<file path="src/rtl/smute_pkg.sv">
package smute_pkg;
  typedef enum logic [1:0] {
    RAMP_HOLD = 2'd0,
    RAMP_DOWN = 2'd1,
    RAMP_UP   = 2'd2
  } ramp_dir_e;
endpackage

</file>
<file path="src/rtl/smute_gain_ramp.sv">
module smute_gain_ramp
  import smute_pkg::*;
#(
  parameter int RAMP_LOG2 = 10,
  localparam int GAIN_W = RAMP_LOG2 + 1
) (
  input  logic              clk_i,
  input  logic              rst_ni,
  input  logic              step_i,
  input  logic              mute_i,
  output logic [GAIN_W-1:0] gain_o
);
  localparam logic [GAIN_W-1:0] UNITY = GAIN_W'(1 << RAMP_LOG2);

  ramp_dir_e dir;

  always_comb begin
    if (mute_i && gain_o != '0)        dir = RAMP_DOWN;
    else if (!mute_i && gain_o != UNITY) dir = RAMP_UP;
    else                                 dir = RAMP_HOLD;
  end

  always_ff @(posedge clk_i or negedge rst_ni) begin
    if (!rst_ni) gain_o <= UNITY;
    else if (step_i) begin
      case (dir)
        RAMP_DOWN: gain_o <= gain_o - 1'b1;
        RAMP_UP:   gain_o <= gain_o + 1'b1;
        default:   gain_o <= gain_o;
      endcase
    end
  end


  down_step_chk: assert property (@(posedge clk_i) disable iff (!rst_ni)
    (step_i && mute_i && gain_o != '0) |=> gain_o == GAIN_W'($past(gain_o) - 1'b1));

  up_step_chk: assert property (@(posedge clk_i) disable iff (!rst_ni)
    (step_i && !mute_i && gain_o != UNITY) |=> gain_o == GAIN_W'($past(gain_o) + 1'b1));

  idle_hold_chk: assert property (@(posedge clk_i) disable iff (!rst_ni)
    !step_i |=> $stable(gain_o));

  gain_bound_chk: assert property (@(posedge clk_i) disable iff (!rst_ni)
    gain_o <= UNITY);
endmodule

</file>
<file path="src/rtl/smute_scale.sv">
module smute_scale #(
  parameter int DATA_W    = 20,
  parameter int RAMP_LOG2 = 10,
  localparam int GAIN_W = RAMP_LOG2 + 1
) (
  input  logic                     clk_i,
  input  logic                     rst_ni,
  input  logic                     load_i,
  input  logic [GAIN_W-1:0]        gain_i,
  input  logic signed [DATA_W-1:0] smp_i,
  output logic signed [DATA_W-1:0] smp_o
);
  localparam int PROD_W = DATA_W + GAIN_W + 1;
  localparam logic [GAIN_W-1:0] UNITY = GAIN_W'(1 << RAMP_LOG2);

  logic signed [PROD_W-1:0] x_ext, g_ext, prod, biased;
  logic signed [DATA_W-1:0] smp_d;

  always_comb begin
    x_ext  = PROD_W'(smp_i);
    g_ext  = PROD_W'({1'b0, gain_i});
    prod   = x_ext * g_ext;
    // bias negatives so the arithmetic shift truncates toward zero
    biased = prod[PROD_W-1] ? prod + PROD_W'((1 << RAMP_LOG2) - 1) : prod;
    smp_d  = DATA_W'(biased >>> RAMP_LOG2);
  end

  always_ff @(posedge clk_i or negedge rst_ni) begin
    if (!rst_ni)     smp_o <= '0;
    else if (load_i) smp_o <= smp_d;
  end


  silent_zero_chk: assert property (@(posedge clk_i) disable iff (!rst_ni)
    (load_i && gain_i == '0) |=> smp_o == '0);

  unity_pass_chk: assert property (@(posedge clk_i) disable iff (!rst_ni)
    (load_i && gain_i == UNITY) |=> smp_o == $past(smp_i));

  out_hold_chk: assert property (@(posedge clk_i) disable iff (!rst_ni)
    !load_i |=> $stable(smp_o));
endmodule

</file>
<file path="src/rtl/smute_ramp.sv">
module smute_ramp #(
  parameter int DATA_W    = 20,
  parameter int RAMP_LOG2 = 10
) (
  input  logic                     clk_i,
  input  logic                     rst_ni,
  input  logic                     mute_i,
  input  logic                     valid_i,
  input  logic signed [DATA_W-1:0] left_i,
  input  logic signed [DATA_W-1:0] right_i,
  output logic                     valid_o,
  output logic signed [DATA_W-1:0] left_o,
  output logic signed [DATA_W-1:0] right_o
);
  localparam int GAIN_W = RAMP_LOG2 + 1;
  localparam int N_CH   = 2;

  logic [GAIN_W-1:0]        gain;
  logic signed [DATA_W-1:0] ch_in  [N_CH];
  logic signed [DATA_W-1:0] ch_out [N_CH];

  assign ch_in[0] = left_i;
  assign ch_in[1] = right_i;
  assign left_o   = ch_out[0];
  assign right_o  = ch_out[1];

  smute_gain_ramp #(.RAMP_LOG2(RAMP_LOG2)) i_gain (
    .clk_i (clk_i),
    .rst_ni(rst_ni),
    .step_i(valid_i),
    .mute_i(mute_i),
    .gain_o(gain)
  );

  // every channel sees the same gain
  for (genvar c = 0; c < N_CH; c++) begin : g_ch
    smute_scale #(.DATA_W(DATA_W), .RAMP_LOG2(RAMP_LOG2)) i_scale (
      .clk_i (clk_i),
      .rst_ni(rst_ni),
      .load_i(valid_i),
      .gain_i(gain),
      .smp_i (ch_in[c]),
      .smp_o (ch_out[c])
    );
  end

  always_ff @(posedge clk_i or negedge rst_ni) begin
    if (!rst_ni) valid_o <= 1'b0;
    else         valid_o <= valid_i;
  end


  valid_follow_chk: assert property (@(posedge clk_i) disable iff (!rst_ni)
    valid_i |=> valid_o);

  valid_quiet_chk: assert property (@(posedge clk_i) disable iff (!rst_ni)
    !valid_i |=> !valid_o);

  pair_zero_chk: assert property (@(posedge clk_i) disable iff (!rst_ni)
    (valid_i && left_i == right_i) |=> left_o == right_o);
endmodule

</file>
<file path="config.mk">
export PLATFORM = sky130hd
export DESIGN_NAME = smute_ramp
export DESIGN_NICKNAME = d
export VERILOG_FILES = /design/src/rtl/smute_pkg.sv /design/src/rtl/smute_gain_ramp.sv /design/src/rtl/smute_scale.sv /design/src/rtl/smute_ramp.sv
export SDC_FILE = /design/constraint.sdc
export NUM_CORES = 1
export LEC_CHECK = 0
export ABC_AREA = 1
export CORE_AREA = 5 5 225 205
export DETAILED_ROUTE_END_ITERATION = 8
export DIE_AREA = 0 0 230 210
export PLACE_DENSITY = 0.73
export SETUP_SLACK_MARGIN = 0.2
export SLEW_MARGIN = 40
export SYNTH_ARGS = -nofsm -noshare
export SYNTH_HDL_FRONTEND = slang
export SYNTH_SLANG_ARGS = --single-unit
</file>
<file path="constraint.sdc">
create_clock -name clk_i -period 15.16 [get_ports clk_i]
set_clock_uncertainty 0.05 [all_clocks]
set_input_delay 2.274 -clock clk_i [delete_from_list [all_inputs] [get_ports clk_i]]
set_output_delay 2.274 -clock clk_i [all_outputs]
set_load 0.005 [all_outputs]
</file>
Word level (Yosys, flattened, before mapping)
Index checks and enable logic that the tools add are counted.
Widths: inputs -> output; s select.
Cells by class
  add/sub/neg operators: 4
  equality and inequality tests: 3
  reduce and logical (&&, ||, !) cells: 6
  mux-type cells: 5
  multipliers: 2
Operators with widths (count)
  $mul 20x12->32: 2
  $add 30x11->30 const B: 2
  $mux 30: 2
  $pmux 11 s2: 1
  $add 11x1->11 const B: 1
  $ne 11x11->1 const B: 1
  $reduce_bool 11->1: 1
  $sub 11x1->11 const B: 1
  $mux 2: 2
  $eq 2x1->1 const B: 1
  $eq 2x2->1 const B: 1
  $logic_and 1x1->1: 2
  $reduce_and 2->1: 1
  $reduce_bool 2->1: 1
  $logic_not 1->1: 1
Word-level totals
  bits in registers: 52

Logic depth before layout (Yosys ltp)
  depth in word-level cells: 7
  mapped depth: 34
  gate-level depth less buffers: 32

Cells and area by module
Synthesis repeated with hierarchy kept, for this count alone.
Second synthesis, totals
  cells, all modules: 3201
  area, all modules: 21830.9 sq um
Modules (own cells, without submodules)
  smute_scale at g_ch[0].i_scale: times used 1, cells an instance 1524, area an instance 10451.3 sq um, sequential area each 500.5 sq um
  smute_scale at g_ch[1].i_scale: times used 1, cells an instance 1532, area an instance 10376.2 sq um, sequential area each 500.5 sq um
  smute_gain_ramp: times used 1, cells an instance 144, area an instance 978.4 sq um, sequential area each 276.5 sq um
  smute_ramp: times used 1, cells an instance 1, area an instance 25.0 sq um, sequential area each 25.0 sq um

Worst setup path before layout
OpenSTA, ideal clock, no wires.
  kind: input -> register
  from: in left_i[19]
  to: reg g_ch[0].i_scale.smp_o[19]
  path buffers: 1
  path slack: 7.821 ns
  data arrival time: 7.172 ns
  data required time: 14.993 ns
  stages on the path: 24
  setup time: 0.117 ns
  cell sequence: clkbuf_1 > nand2_1 > fa_1 > inv_1 > fa_1 > inv_1 > fa_1 > fa_1 > fa_1 > inv_1 > ha_1 > a21o_1 > a21boi_0 > nand2_1 > a21oi_1 > nand2_1 > xor2_4 > nand2_2 > nor2_4 > nand2_1 > nand2_1 > nand2_1 > nand2_1 > nand2_1
Between the ends
  longest elaborated chain between the ends: 3
Ends and longest elaborated chain
  start: declaration: line smute_ramp.sv:9  | input logic signed [DATA_W-1:0] left_i,
  $mul 20x12->32 *: line smute_scale.sv:22  | prod = x_ext * g_ext;
  $add 30x11->30: line smute_scale.sv:24  | biased = prod[PROD_W-1] ? prod + PROD_W'((1 << RAMP_LOG2) - 1) : prod;
  $mux 30 *: line smute_scale.sv:24
  end signal: assignment: line smute_scale.sv:30  | else if (load_i) smp_o <= smp_d;
  end: declaration: line smute_scale.sv:11  | output logic signed [DATA_W-1:0] smp_o
Every way passes the cells marked *; elsewhere a longest branch is shown, timed or not.
A chain may end at the register's enable or synchronous reset.

Worst setup path after layout
  from: in left_i[19]
  to: reg g_ch[0].i_scale.smp_o[14]
Same word-level chain as after synthesis.

==> run_results.csv <==
group,metric,value,unit
floorplanning,num_io_pins,85,
clock_network,path_clk_slew,0.08,ns
logic_synthesis,synthMuxAreaShare,0,%
clock_network,cts_tree,"yes",
floorplanning,coreArea,43660,µm²
global_route,grt_pass1_vias,18030,
logic_synthesis,yosys.area.top_type,"fa_1",
clock_network,cts_root_buf,"clkbuf_16",
logic_synthesis,synth_ff_type,"dfrtp_1",
floorplanning,die_w,230,µm
route,drc,0,
route,wl,48950,µm
worst_setup_path,reg2reg_depth,22,
route,wire_per_inst,14.11,µm
logic_synthesis,synth.area.top_cells,"fa_1, nand2_1, inv_1, ha_1, dfrtp_1",
clock_network,numCtsBuffers,5,
floorplanning,rows,73,
worst_setup_path,startpoint_type,"primary input",
worst_setup_path,reg2reg_slack,8.70,ns
clock_network,cts.sinks,52,
floorplanning,start_util,47.15,%
worst_setup_path,endpoint,"g_ch[0].i_scale.smp_o[14]",
route,wl_met2,25100,µm
placed_design,place_congestion,0.9395,
worst_setup_path,crit_slowest_cell,"clkdlybuf4s50_1",
timing,hold_viol,0,
global_route,grt_use_total,21.03,%
placed_design,dp_hpwl,40590,µm
logic_synthesis,yosysSeqAreaShare,6.328,%
worst_setup_path,r2r_start,"i_gain.gain_o[7]",
route,viasPerCell,4.908,
logic_synthesis,syn-num-nets,3496,
logic_synthesis,yosysTopAreaCellShare,38.42,%
run,drv_cap,0,
clock_network,cts-resized-gates,0,
logic_synthesis,syn_area,20580,µm²
worst_setup_path,critPathLaunch,"left_i[19]",
worst_setup_path,cp_cell_sequence,"clkdlybuf4s50_1 > nand2_1 > fa_1 > inv_1 > fa_1 > inv_1 > fa_1 > fa_1 > fa_1 > inv_1 > ha_1 > a21o_1 > a21boi_0 > nand2_1 > a21oi_1 > nand2_1 > xor2_4 > nand3_1 > nor2_1 > nand2_1 > nand3_1 > nand2_1",
clock_network,htreeDepth,2,
finish,area_growth,6.754,%
logic_synthesis,synth-xor-area-share,1.197,%
clock_network,cts_buffer_depth,2,
logic_synthesis,yosys.area_share.simple,25.06,%
worst_setup_path,path_class,"primary input to flop",
worst_hold_path,hp-class,"flop to flop",
logic_synthesis,syn_area_per_cell,7.078,µm²
route,vias,17030,
worst_hold_path,min_from,"g_ch[1].i_scale.smp_o[0]",
finish,drive_above_1_share,2.442,%
logic_synthesis,async_reset_ff_share,100.0,%
timing,post-route-period-util,53.14,%
timing,relSlewSlack,41.76,%
timing,rsz0062_at_grt,"false",
clock_network,postCtsSetupBuffers,0,
logic_synthesis,ys_ff_latch,52,
worst_setup_path,cp_max_fo,11,
timing,clock.fmax,0.1241,GHz
logic_synthesis,synth_edf_count,0,
worst_setup_path,r2r-end,"g_ch[0].i_scale.smp_o[14]",
outcome,status,"complete, no violations",
logic_synthesis,ys_warn_count,0,
logic_synthesis,synth.most_common_cell,"nand2_1",
logic_synthesis,postSynthCellCount,2908,
global_route,grt_max_degree,53,
placed_design,portBuffers,84,
logic_synthesis,synth_compound_area_share,3.058,%
logic_synthesis,synth_adder_area_share,47.47,%
worst_setup_path,endpoint_kind,"flop",
timing,worstMarginPinSlew,0.8737,ns
clock_network,insertion_delay,0.29,ns
global_route,grt_pass1_wl,85230,µm
global_route,antenna_found_initial,1,
timing,slew_violations,0,
timing,fin_crit,8.056,ns
route,top_layer,"met4",
logic_synthesis,netlist_top_cells_count,"nand2_1, inv_1, fa_1, ha_1, nand3_1",
finish,final_nets,3494,
worst_setup_path,worstPathArrival,8.20,ns
logic_synthesis,yosysUniqueCellTypes,44,
floorplanning,die_y,210,µm
timing,finalSetupTns,0,ns
logic_synthesis,synth_top_family_by_area,"adder cells",
floorplanning,die_area,48300,µm²
route,firstDrtPassIters,6,
route,drt-initial-drc-count,960,
clock_network,postCtsHoldBufs,0,
route,wl_met3,1984,µm
timing,finalSetupViolCount,0,
worst_setup_path,crit_required,15.30,ns
route,antenna_left,0,
global_route,grt.overflow.total,0,
route,m1WireLength,20820,µm
worst_setup_path,critPathMaxStageDelay,0.75,ns
[routing by layer]
layer / vias to the layer above / global-route usage (%)
li1: 8325 / -
met1: 8250 / 26.43
met4: 0 / 4.575
met2: 382 / 39.74
met5: - / 0
met3: 74 / 1.724
[critical path, delay by kind of cell]
family / cells / cell delay (ns)
adders and majority gates: 6 / 2.96
and+or+nand+nor: 8 / 1.07
buffers and inverters: 4 / 1.03
AOI/OAI and AO/OA: 3 / 0.52
xor gates and xnor gates: 1 / 0.32
[through the flow]
step                area [µm²]  hold slack (ns)  instances  setup WS (ns)  utilization (%)
global placement         21810           0.4130       3461          6.822            49.97
finish                   21970           0.4309       3470          7.104            50.33
floorplan                20580           0.4224       2908          7.821                -
detailed placement       21820           0.4152       3461          6.800            49.97
global route             21970           0.4569       3469          6.651            50.32
CTS                      21970           0.4384       3469          7.116            50.32
[area by class of cell]
type	instances	area, µm²
clock inverters	3	27.53
inverters	818	3070
clock buffers	5	125.1
repair buffers	97	933.4
flip-flops and latches	52	1306
well taps	562	703.2
multi-input cells	1932	15810
fillers	4367	21690
diodes	1	2.502
[registers in the layout, indices dropped and copies added, names as in the netlist]
register / cells
i_gain.gain_o: 11
valid_o: 1
g_ch.i_scale.smp_o: 40
[cells in the final DEF (no fill, tap or decap), types with 2 or more instances in the layout]
master           instances
nand3_2                  4
dfrtp_1                 51
nand3b_1                13
nor4_1                   2
inv_1                  813
a21o_1                   3
xor2_1                  10
o21bai_1                 4
a31o_2                   3
nor2_1                 107
nand4_1                 31
nor3_1                  13
nor3_2                   5
o21ai_1                  6
nor2_2                   4
fa_1                   395
a21boi_0                 2
a21oi_1                 58
nor2_4                   6
xnor2_1                 15
nand2_1                923
clkbuf_16                5
nand3_1                115
buf_4                   13
o21ai_0                 36
clkdlybuf4s50_1         83
ha_1                   149
nand2_2                 15
and2_1                   2
inv_2                    4
[logic make-up after synthesis]
group,after synthesis
xor gates and xnor gates,26
buffers and inverters,924
AOI/OAI and AO/OA,116
adders and majority gates,544
and+or+nand+nor,1246
DFF,52
[worst min-delay path by stage]
stage,end,slack (ns),depth (start not counted)
2_1_floorplan,g_ch[0].i_scale.smp_o[19],0.42,2
3_3_place_gp,g_ch[1].i_scale.smp_o[4],0.41,2
3_5_place_dp,g_ch[0].i_scale.smp_o[13],0.42,2
4_1_cts,g_ch[1].i_scale.smp_o[4],0.44,2
5_1_grt,g_ch[1].i_scale.smp_o[11],0.46,2
6_report,g_ch[1].i_scale.smp_o[0],0.43,2
Power is left out: the tool's default activity adds up to more than one toggle a clock period on the data nets, which glitch-free logic cannot reach.
